--- src/rtl/qh_ovl_pkg.sv ---
package qh_ovl_pkg;
    typedef enum logic [1:0] {
        ST_IDLE   = 2'd0,
        ST_ACTIVE = 2'd1,
        ST_RETIRE = 2'd2
    } ovl_state_e;

    // endpoint speed code for high speed
    localparam logic [1:0] EPS_HIGH = 2'b10;
endpackage

--- src/rtl/qh_ovl_fsm.sv ---
module qh_ovl_fsm
    import qh_ovl_pkg::*;
(
    input  logic clk,
    input  logic rst_n,
    input  logic ovl_stb,
    input  logic adv_stb,
    output logic active_o,
    output logic exec_en_o,
    output logic wb_valid_o
);
    ovl_state_e state_q, state_d;

    always_ff @(posedge clk) begin
        if (!rst_n) state_q <= ST_IDLE;
        else        state_q <= state_d;
    end

    always_comb begin
        state_d = state_q;
        unique case (state_q)
            ST_IDLE:   if (ovl_stb) state_d = ST_ACTIVE;               // load
            ST_ACTIVE: begin
                if (ovl_stb)      state_d = ST_ACTIVE;                 // reload
                else if (adv_stb) state_d = ST_RETIRE;                 // advance
            end
            ST_RETIRE: state_d = ovl_stb ? ST_ACTIVE : ST_IDLE;        // chain / drain
            default:   state_d = ST_IDLE;
        endcase
    end

    always_comb begin
        active_o   = 1'b0;
        wb_valid_o = 1'b0;
        unique case (state_q)
            ST_IDLE:   ;
            ST_ACTIVE: active_o   = 1'b1;
            ST_RETIRE: wb_valid_o = 1'b1;
            default:   ;
        endcase
        // results apply only to an executing descriptor not being replaced
        exec_en_o = active_o && !ovl_stb;
    end

    p_retire_one_cycle_r8: assert property (@(posedge clk) disable iff (!rst_n)
        wb_valid_o |=> !wb_valid_o);
    p_wb_after_adv_r8: assert property (@(posedge clk) disable iff (!rst_n)
        (active_o && adv_stb && !ovl_stb) |=> wb_valid_o);
    p_overlay_wins_r9: assert property (@(posedge clk) disable iff (!rst_n)
        ovl_stb |=> active_o);
endmodule

--- src/rtl/qh_nak_counter.sv ---
module qh_nak_counter #(
    parameter int NAK_W = 4
) (
    input  logic             clk,
    input  logic             rst_n,
    input  logic             ovl_stb,
    input  logic             reclaim_first,
    input  logic             exec_en,
    input  logic             res_nak,
    input  logic             res_nyet,
    input  logic [NAK_W-1:0] reload,
    output logic [NAK_W-1:0] cnt_o
);
    localparam logic [NAK_W-1:0] ZERO = '0;

    logic [NAK_W-1:0] cnt_q;
    logic             load, step;

    assign load = ovl_stb || reclaim_first;
    assign step = exec_en && (res_nak || res_nyet) && (cnt_q != ZERO);

    always_ff @(posedge clk) begin
        if (!rst_n)    cnt_q <= ZERO;
        else if (load) cnt_q <= reload;
        else if (step) cnt_q <= cnt_q - 1'b1;
    end

    assign cnt_o = cnt_q;

    p_nak_reload_r5: assert property (@(posedge clk) disable iff (!rst_n)
        ovl_stb |=> cnt_o == $past(reload));
    p_nak_floor_r6: assert property (@(posedge clk) disable iff (!rst_n)
        (cnt_o == ZERO && !ovl_stb && !reclaim_first) |=> cnt_o == ZERO);
    p_nak_no_rise_r6: assert property (@(posedge clk) disable iff (!rst_n)
        (!ovl_stb && !reclaim_first) |=> cnt_o <= $past(cnt_o));
    p_reclaim_wins_r11: assert property (@(posedge clk) disable iff (!rst_n)
        (reclaim_first && res_nak) |=> cnt_o == $past(reload));
endmodule

--- src/rtl/qh_ovl_fields.sv ---
module qh_ovl_fields
    import qh_ovl_pkg::*;
#(
    parameter int CERR_W  = 2,
    parameter int CPROG_W = 8,
    parameter int FTAG_W  = 5,
    parameter int SB_W    = 7
) (
    input  logic               clk,
    input  logic               rst_n,
    input  logic               ovl_stb,
    input  logic               exec_en,
    input  logic               in_ioc,
    input  logic               in_toggle,
    input  logic [CERR_W-1:0]  in_cerr,
    input  logic               in_ping,
    input  logic [SB_W-1:0]    in_sbytes,
    input  logic [1:0]         qh_eps,
    input  logic               qh_dtc,
    input  logic               res_ack,
    input  logic               res_err,
    output logic               ioc_o,
    output logic               toggle_o,
    output logic [CERR_W-1:0]  cerr_o,
    output logic               ping_o,
    output logic [CPROG_W-1:0] cprog_o,
    output logic [FTAG_W-1:0]  ftag_o,
    output logic [SB_W-1:0]    sbytes_o
);
    localparam logic [CERR_W-1:0] CERR_ZERO = '0;

    logic               ioc_q, tog_q, ping_q;
    logic [CERR_W-1:0]  cerr_q;
    logic [CPROG_W-1:0] cprog_q;
    logic [FTAG_W-1:0]  ftag_q;
    logic [SB_W-1:0]    sb_q;

    // inherit rule: ioc and split byte count
    always_ff @(posedge clk) begin
        if (!rst_n) begin
            ioc_q <= 1'b0;
            sb_q  <= '0;
        end else if (ovl_stb) begin
            ioc_q <= in_ioc;
            sb_q  <= in_sbytes;
        end
    end

    // clear rule: split progress fields (advanced only by split execution)
    always_ff @(posedge clk) begin
        if (!rst_n || ovl_stb) begin
            cprog_q <= '0;
            ftag_q  <= '0;
        end
    end

    // error counter: copied on overlay, decremented by errors
    always_ff @(posedge clk) begin
        if (!rst_n)                                         cerr_q <= CERR_ZERO;
        else if (ovl_stb)                                   cerr_q <= in_cerr;
        else if (exec_en && res_err && cerr_q != CERR_ZERO) cerr_q <= cerr_q - 1'b1;
    end

    // toggle: conditional inherit, flipped by ACK
    always_ff @(posedge clk) begin
        if (!rst_n)                  tog_q <= 1'b0;
        else if (ovl_stb) begin
            if (qh_dtc)              tog_q <= in_toggle;
        end else if (exec_en && res_ack) tog_q <= ~tog_q;
    end

    // ping/error: preserved for high speed, inherited otherwise
    always_ff @(posedge clk) begin
        if (!rst_n)                                ping_q <= 1'b0;
        else if (ovl_stb && qh_eps != EPS_HIGH)    ping_q <= in_ping;
    end

    assign ioc_o    = ioc_q;
    assign toggle_o = tog_q;
    assign cerr_o   = cerr_q;
    assign ping_o   = ping_q;
    assign cprog_o  = cprog_q;
    assign ftag_o   = ftag_q;
    assign sbytes_o = sb_q;

    p_ioc_inherit_r2: assert property (@(posedge clk) disable iff (!rst_n)
        ovl_stb |=> ioc_o == $past(in_ioc));
    p_cerr_copy_r2: assert property (@(posedge clk) disable iff (!rst_n)
        ovl_stb |=> cerr_o == $past(in_cerr));
    p_toggle_keep_r3: assert property (@(posedge clk) disable iff (!rst_n)
        (ovl_stb && !qh_dtc) |=> toggle_o == $past(toggle_o));
    p_ping_keep_r4: assert property (@(posedge clk) disable iff (!rst_n)
        (ovl_stb && qh_eps == EPS_HIGH) |=> $stable(ping_o));
    p_idle_hold_r10: assert property (@(posedge clk) disable iff (!rst_n)
        (!ovl_stb && !exec_en) |=> ($stable(toggle_o) && $stable(cerr_o)));
endmodule

--- src/rtl/qh_overlay_unit.sv ---
module qh_overlay_unit #(
    parameter int NAK_W   = 4,
    parameter int CERR_W  = 2,
    parameter int CPROG_W = 8,
    parameter int FTAG_W  = 5,
    parameter int SB_W    = 7
) (
    input  logic               clk,
    input  logic               rst_n,
    input  logic               ovl_stb,
    input  logic               dsc_ioc,
    input  logic               dsc_toggle,
    input  logic [CERR_W-1:0]  dsc_cerr,
    input  logic               dsc_ping_err,
    input  logic [SB_W-1:0]    dsc_sbytes,
    input  logic               adv_stb,
    input  logic               res_ack,
    input  logic               res_nak,
    input  logic               res_nyet,
    input  logic               res_err,
    input  logic               reclaim_first,
    input  logic [NAK_W-1:0]   qh_nak_reload,
    input  logic [1:0]         qh_eps,
    input  logic               qh_dtc,
    output logic               ovl_active,
    output logic               ovl_ioc,
    output logic               ovl_toggle,
    output logic [CERR_W-1:0]  ovl_cerr,
    output logic               ovl_ping_err,
    output logic [CPROG_W-1:0] ovl_cprog,
    output logic [FTAG_W-1:0]  ovl_ftag,
    output logic [SB_W-1:0]    ovl_sbytes,
    output logic [NAK_W-1:0]   ovl_nakcnt,
    output logic               wb_valid,
    output logic [CERR_W-1:0]  wb_cerr,
    output logic               wb_toggle
);
    logic exec_en;

    qh_ovl_fsm i_fsm (
        .clk        (clk),
        .rst_n      (rst_n),
        .ovl_stb    (ovl_stb),
        .adv_stb    (adv_stb),
        .active_o   (ovl_active),
        .exec_en_o  (exec_en),
        .wb_valid_o (wb_valid)
    );

    qh_ovl_fields #(
        .CERR_W (CERR_W), .CPROG_W (CPROG_W), .FTAG_W (FTAG_W), .SB_W (SB_W)
    ) i_fields (
        .clk       (clk),
        .rst_n     (rst_n),
        .ovl_stb   (ovl_stb),
        .exec_en   (exec_en),
        .in_ioc    (dsc_ioc),
        .in_toggle (dsc_toggle),
        .in_cerr   (dsc_cerr),
        .in_ping   (dsc_ping_err),
        .in_sbytes (dsc_sbytes),
        .qh_eps    (qh_eps),
        .qh_dtc    (qh_dtc),
        .res_ack   (res_ack),
        .res_err   (res_err),
        .ioc_o     (ovl_ioc),
        .toggle_o  (ovl_toggle),
        .cerr_o    (ovl_cerr),
        .ping_o    (ovl_ping_err),
        .cprog_o   (ovl_cprog),
        .ftag_o    (ovl_ftag),
        .sbytes_o  (ovl_sbytes)
    );

    qh_nak_counter #(.NAK_W (NAK_W)) i_nak (
        .clk           (clk),
        .rst_n         (rst_n),
        .ovl_stb       (ovl_stb),
        .reclaim_first (reclaim_first),
        .exec_en       (exec_en),
        .res_nak       (res_nak),
        .res_nyet      (res_nyet),
        .reload        (qh_nak_reload),
        .cnt_o         (ovl_nakcnt)
    );

    // write-back values mirror the working fields; valid only in ST_RETIRE
    assign wb_cerr   = ovl_cerr;
    assign wb_toggle = ovl_toggle;

    p_reset_clear_r1: assert property (@(posedge clk)
        !rst_n |=> (!ovl_active && !wb_valid && ovl_nakcnt == '0 && ovl_cerr == '0));
endmodule

--- config.mk ---
export PLATFORM = sky130hd
export DESIGN_NAME = qh_overlay_unit
export DESIGN_NICKNAME = d
export VERILOG_FILES = /design/src/rtl/qh_ovl_pkg.sv /design/src/rtl/qh_ovl_fsm.sv /design/src/rtl/qh_nak_counter.sv /design/src/rtl/qh_ovl_fields.sv /design/src/rtl/qh_overlay_unit.sv
export SDC_FILE = /design/constraint.sdc
export NUM_CORES = 1
export LEC_CHECK = 0
export BUFFER_PORTS_ARGS = -buffer_cell sky130_fd_sc_hd__buf_4
export CAP_MARGIN = 20
export CORE_MARGIN = 10
export CORE_UTILIZATION = 46
export CTS_BUF_LIST = sky130_fd_sc_hd__clkbuf_4
export DETAILED_ROUTE_END_ITERATION = 12
export HOLD_SLACK_MARGIN = 0.08
export PLACE_DENSITY = 0.84
export SYNTH_ARGS = -nofsm -noshare
export SYNTH_HDL_FRONTEND = slang
export SYNTH_SLANG_ARGS = --single-unit
--- constraint.sdc ---
create_clock -name clk -period 2.5 [get_ports clk]
set_clock_uncertainty 0.05 [all_clocks]
set_input_delay 0.5 -clock clk [delete_from_list [all_inputs] [get_ports clk]]
set_output_delay 0.5 -clock clk [all_outputs]
set_load 0.005 [all_outputs]
==> summary.md, run 1 <==
| Metric | Value |
|---|---|
| Via density | `between 4 and 5` |
| CTS Sinks | `18` |
| Sum Neg Setup Slack | `0 ps` |
| # diodes | `0` |
| EDFF count, synth | `0` |
| Netlist cell types | `34` |
| Input/output buffers | `between 40 and 50` |
| Clk_lat worst skew | `280 ps` |
| Leak | `between 0.6 and 0.7 nW` |
| CTS max path bufs | `2` |
| Gr usage total | `0.108` |
| Number of global-route vias before repair | `about 830` |
| Pre-antenna DRT Iters | `4` |
| Top Ports | `a little over 60` |
| Worst-margin pin slew | `503 ps` |
| Routed wire per std cell | `~14 µm` |
| Die area | `4270 µm²` |
| RSZ-0062 raised after global routing | `false` |
| Grt total ovfl | `0` |
| PwrDens | `472 nW/µm²` |
| Worst Setup SP | `i_fsm.state_q[1]` |
| Core area | `a little under 2000 µm²` |
| Nets | `around 180` |
| Resized cells post-CTS | `0` |
| Worst hold start | `dsc_ping_err` |
| CP Launch Type | `register` |
| Minimum clock period | `roughly 1700 ps` |
| Max-slew violation count | `0` |
| Setup-failing EPs final | `0` |
| GPL Wtd Cong | `around 0.73` |
| Clock root buffer | `clkbuf_4` |
| Worst VDD drop | `between 0.3 and 0.4 mV` |
| Starting Density | `0.483` |
| TritonCTS Buffers | `3` |
| Peak Freq | `roughly 600 MHz` |
| H-tree levels | `1` |
| Crit path DAT | `roughly 1100 ps` |
| Area of the mapped netlist | `~950 µm²` |
| Die Span Y | `roughly 65 µm` |
| Synthesis Warnings | `0` |
| Element type at the critical path end | `output port` |
| Initial antenna violation count | `0` |
| CTS clock-pin slew for the worst setup and hold paths | `around 100 ps` |
| Initial DRC count | `21` |
| Commonest non-fill, non-tap cell in the layout | `buf_4` |
| Avg Synthesized Cell Area | `~8.8 µm²` |
| Largest net degree at the start of global routing | `20` |
| Reg2reg setup slack | `970 ps` |
| Vias | `830` |
| Total wire length | `~2500 µm` |
| Final hold violation count | `0` |
| Hold/Removal Path Class | `in2reg` |
| DRT antenna net count | `0` |
| TritonCTS clock tree | `yes` |
| Worst-path maximum fanout | `5` |
| Status | `completed` |
| Top FF cell, synth | `dfxtp_1` |
| WHS | `around 390 ps` |
| Hold buffers post-CTS | `0` |
| Rows | `16` |
| Worst Setup Path Type | `reg2out` |
| Critical Path RT | `1950 ps` |
| Tcrit/Tclk final | `0.665` |
| Async SR Flop Fraction | `0` |
| Register area share after synthesis | `0.380` |
| DRC | `0` |
| Die W | `65.4 µm` |
| Max-cap violations | `0` |
| Dpl hpwl | `approximately 2000 µm` |
| Share of cells above drive strength 1 | `0.373` |
| Slew margin rel. | `0.663` |
| Syn Inst Count | `roughly 110` |
| Synth-to-Final Area Change | `35.0%` |
| Register bit total from synthesis | `18` |
| Most frequent cells in the layout | `buf_4, dfxtp_1, conb_1` |
| Reg2reg start | `i_fields.cerr_o[0]` |
| Global-route wire length before repair | `~3700 µm` |
| Post-CTS Setup Bufs | `0` |
[metrics by stage]
stage                util  worst slack, ps  std cells  area, µm²  total power, mW
floorplan               -             1060        120        992            0.410
global placement    0.638              988        176       1250            0.465
detailed placement  0.638              898        176       1250            0.468
CTS                 0.652              817        180       1280            0.612
global route        0.652              742        180       1280            0.639
finish              0.652              838        180       1280            0.604
[kinds of logic after synthesis]
family                   count (synthesis)  synth area share
flip-flops                              18             0.380
multiplexers                             9            0.0951
XOR/XNOR                                 4            0.0370
AO/OA/AOI/OAI                           16             0.107
buffers and inverters                   28             0.177
AND/OR/NAND/NOR                         30             0.173
adder cells (fa/ha/maj)                  2            0.0264
other                                    1           0.00396
[state kept, by name, summed over array words and instances, names as in the netlist]
name               cells
i_fields.sbytes_o      7
i_nak.cnt_o            4
i_fields.cerr_o        2
i_fsm.state_q          2
i_fields.ioc_o         1
i_fields.ping_o        1
i_fields.toggle_o      1
[report_power, final]
| group | leakage (nW) | internal [mW] | switching (mW) |
|---|---|---|---|
| clock | 0.0154 | 0.0579 | 0.0843 |
| sequential | 0.149 | 0.305 | 0.0150 |
| combinational | 0.464 | 0.0808 | 0.0607 |
| total | 0.628 | 0.444 | 0.160 |
[worst paths after layout]
| path | endpoint | cells after the start |
|---|---|---|
| hold / removal | i_fields.ping_o | 3 |
| setup / recovery | ovl_active | 3 |
| hold reg to reg | i_fsm.state_q[0] | 1 |
| setup reg to reg | i_fields.cerr_o[1] | 6 |
[critical path, stage by stage (launching register included)]
cell and delay, ps:
dfxtp_1 370, nand2b_1 260, inv_2 60, buf_4 140
[area by class of cell]
cell class	count	area [µm²]
Fill cell	188	683
Multi-Input combinational cell	74	464
Sequential cell	18	360
Timing Repair Buffer	48	360
Inverter	9	33.8
Tap cell	27	33.8
Clock buffer	3	22.5
Clock inverter	1	3.75
[synthesized netlist by cell type, types with 2 or more instances]
| master | count | area [µm²] |
|---|---|---|
| inv_2 | 2 | 7.51 |
| inv_1 | 6 | 22.5 |
| buf_4 | 16 | 120 |
| mux2i_1 | 9 | 90.1 |
| nand2_1 | 4 | 15.0 |
| dfxtp_1 | 18 | 360 |
| ha_1 | 2 | 25.0 |
| nand3_1 | 2 | 10.0 |
| o21ai_0 | 4 | 20.0 |
| nor2_1 | 12 | 45.0 |
| xnor2_1 | 4 | 35.0 |
| or3_1 | 2 | 12.5 |
| a21oi_1 | 5 | 25.0 |
| buf_2 | 2 | 10.0 |
[per-layer routing]
metal	up-vias	track usage	share of wire
li1	422	-	-
met1	371	0.103	0.38
met2	35	0.188	0.49
met3	2	0.0678	0.13
met4	0	0.0321	0.0041
met5	-	0	0
Note: power is estimated with default switching activity, not from simulation.
==> inputs of run 2 (changes only) <==
--- a/config.mk
+++ b/config.mk
@@ -8,11 +8,11 @@
 export BUFFER_PORTS_ARGS = -buffer_cell sky130_fd_sc_hd__buf_4
 export CAP_MARGIN = 20
 export CORE_MARGIN = 10
-export CORE_UTILIZATION = 46
+export CORE_UTILIZATION = 43
 export CTS_BUF_LIST = sky130_fd_sc_hd__clkbuf_4
 export DETAILED_ROUTE_END_ITERATION = 12
 export HOLD_SLACK_MARGIN = 0.08
-export PLACE_DENSITY = 0.84
+export PLACE_DENSITY = 0.8
 export SYNTH_ARGS = -nofsm -noshare
 export SYNTH_HDL_FRONTEND = slang
 export SYNTH_SLANG_ARGS = --single-unit
==> constraint.sdc (replaced) <==
create_clock -name clk -period 1.7 [get_ports clk]
set_clock_uncertainty 0.05 [all_clocks]
set_input_delay 0.34 -clock clk [delete_from_list [all_inputs] [get_ports clk]]
set_output_delay 0.34 -clock clk [all_outputs]
set_load 0.005 [all_outputs]
==> summary.md, run 2 (same netlist as run 1, synthesis figures left out) <==
| Metric | Value |
|---|---|
| Status | `completed` |
| Share of cells above drive strength 1 | `0.377` |
| CTS clock-pin slew for the worst setup and hold paths | `between 100 and 150 ps` |
| TritonCTS Buffers | `3` |
| Worst Setup Path Type | `reg2reg` |
| Placed Cells | `between 150 and 200` |
| PwrDens | `701 nW/µm²` |
| CTS max path bufs | `2` |
| Fillers | `approximately 190` |
| Peak Freq | `around 640 MHz` |
| Initial DRC count | `37` |
| Max-slew violation count | `0` |
| Input/output buffers | `48` |
| CP Launch Type | `register` |
| CTS Sinks | `18` |
| Crit path DAT | `~1800 ps` |
| Reg2reg start | `i_fields.cerr_o[0]` |
| Max-cap violations | `0` |
| GPL Wtd Cong | `a little over 0.7` |
| Worst path max stage delay | `400 ps` |
| Worst Setup SP | `i_fields.cerr_o[0]` |
| Clk_lat worst skew | `approximately 300 ps` |
| Post-Place Cell Area | `1260 µm²` |
| Seq. cell area | `approximately 360 µm²` |
| Worst VDD drop | `0.465 mV` |
| Gr usage total | `0.106` |
| Top Ports | `slightly above 60` |
| Routed wire per std cell | `around 14 µm` |
| Dpl hpwl | `around 2100 µm` |
| Core area | `~2000 µm²` |
| Largest register FFs | `7` |
| Via density | `around 4.6` |
| Multi-input gate area | `464 µm²` |
| Worst-path maximum fanout | `4` |
| Setup-failing EPs final | `0` |
| Finished Layout Cells | `approximately 180` |
| Slowest cell on the critical path | `dfxtp_1` |
| Final worst slack | `roughly 140 ps` |
| Worst path cell trace | `inv_1, ha_1, and4bb_1, nor2_1, a211o_1, a21oi_1` |
| Die W | `~67 µm` |
| Crit path to | `i_fields.cerr_o[1]` |
| Starting Density | `0.468` |
| RSZ-0062 raised after global routing | `false` |
| # diodes | `0` |
| Design area | `roughly 1300 µm²` |
| DRC | `0` |
| Synth-to-Final Area Change | `35.8%` |
| Tcrit/Tclk final | `0.915` |
| Nets | `between 150 and 200` |
| Reg2reg setup slack | `about 140 ps` |
| Rows | `16` |
| TritonCTS clock tree | `yes` |
| Leak | `approximately 0.63 nW` |
| DP Worst Slack | `around 160 ps` |
| Vias | `827` |
| Final hold violation count | `0` |
| Minimum clock period | `approximately 1600 ps` |
| Resized cells post-CTS | `0` |
| Pre-antenna DRT Iters | `3` |
| Hold buffers post-CTS | `0` |
| Element type at the critical path end | `register` |
| Sum Neg Setup Slack | `0 ps` |
| Critical Path RT | `about 1900 ps` |
| Post-CTS Setup Bufs | `0` |
| Commonest non-fill, non-tap cell in the layout | `buf_4` |
| Die Span Y | `between 60 and 70 µm` |
| Initial antenna violation count | `0` |
| Worst Reg-to-Reg Cells | `6` |
| Grt total ovfl | `0` |
| Largest net degree at the start of global routing | `20` |
| Total wire length | `between 2000 and 3000 µm` |
| Most frequent cells in the layout | `buf_4, dfxtp_1, conb_1` |
| H-tree levels | `1` |
| DRT antenna net count | `0` |
| Hold/Removal Path Class | `in2reg` |
| Global-route wire length before repair | `about 3900 µm` |
| Number of global-route vias before repair | `about 920` |
| RR Endpoint | `i_fields.cerr_o[1]` |
| Die area | `4480 µm²` |
| Clock root buffer | `clkbuf_4` |
[run 2: changes by cell type in the layout (fill, tap and decap cells not counted), sizes merged]
cell / delta
buf: +1
[run 2: area by class of cell]
cell class | count | share of cell area
clock buffers | 3 | 0.0175
flip-flops and latches | 18 | 0.280
clock inverters | 1 | 0.00292
repair buffers | 49 | 0.286
well taps | 27 | 0.0263
multi-input cells | 74 | 0.361
inverters | 9 | 0.0263
[run 2: routing by layer]
layer	GRT usage	vias up	wire, µm
li1	-	424	-
met1	0.114	362	1080
met2	0.174	41	1140
met3	0.0535	0	302
met4	0.0385	0	0
met5	0	-	0
[run 2: worst min path at each step]
| stage | slack [ps] | end | from | cells after the start |
|---|---|---|---|---|
| after floorplan | 380 | i_fsm.state_q[0] | i_fsm.state_q[1] | 1 |
| after global placement | 410 | i_fsm.state_q[0] | i_fsm.state_q[1] | 1 |
| after CTS | 210 | i_fields.sbytes_o[3] | dsc_sbytes[3] | 3 |
| after global routing | 230 | i_fsm.state_q[1] | adv_stb | 3 |
| final | 220 | i_fields.sbytes_o[3] | dsc_sbytes[3] | 3 |
| after detailed placement | 410 | i_fsm.state_q[0] | i_fsm.state_q[1] | 1 |
[run 2: stage by stage]
| step | hold WS [ps] | utilization | power [mW] |
|---|---|---|---|
| after floorplan | 384 | - | 0.603 |
| after global placement | 411 | 0.623 | 0.685 |
| after detailed placement | 415 | 0.623 | 0.694 |
| after CTS | 212 | 0.636 | 0.915 |
| after global routing | 230 | 0.636 | 0.952 |
| final | 218 | 0.636 | 0.902 |
[run 2: power by group]
group	total, mW	internal (mW)	switching (mW)	leakage [nW]
Combinational	0.212	0.121	0.0910	0.469
Clock	0.220	0.0854	0.134	0.0154
Sequential	0.471	0.449	0.0219	0.149
Total	0.902	0.655	0.247	0.633
[run 2: worst max-delay path: cells and delay by family, from the launching register on]
family          cells  cell delay (ps)
simple gates        2              400
flops               1              400
compound gates      2              400
fa+ha+maj           1              180
buf+inv             1               60
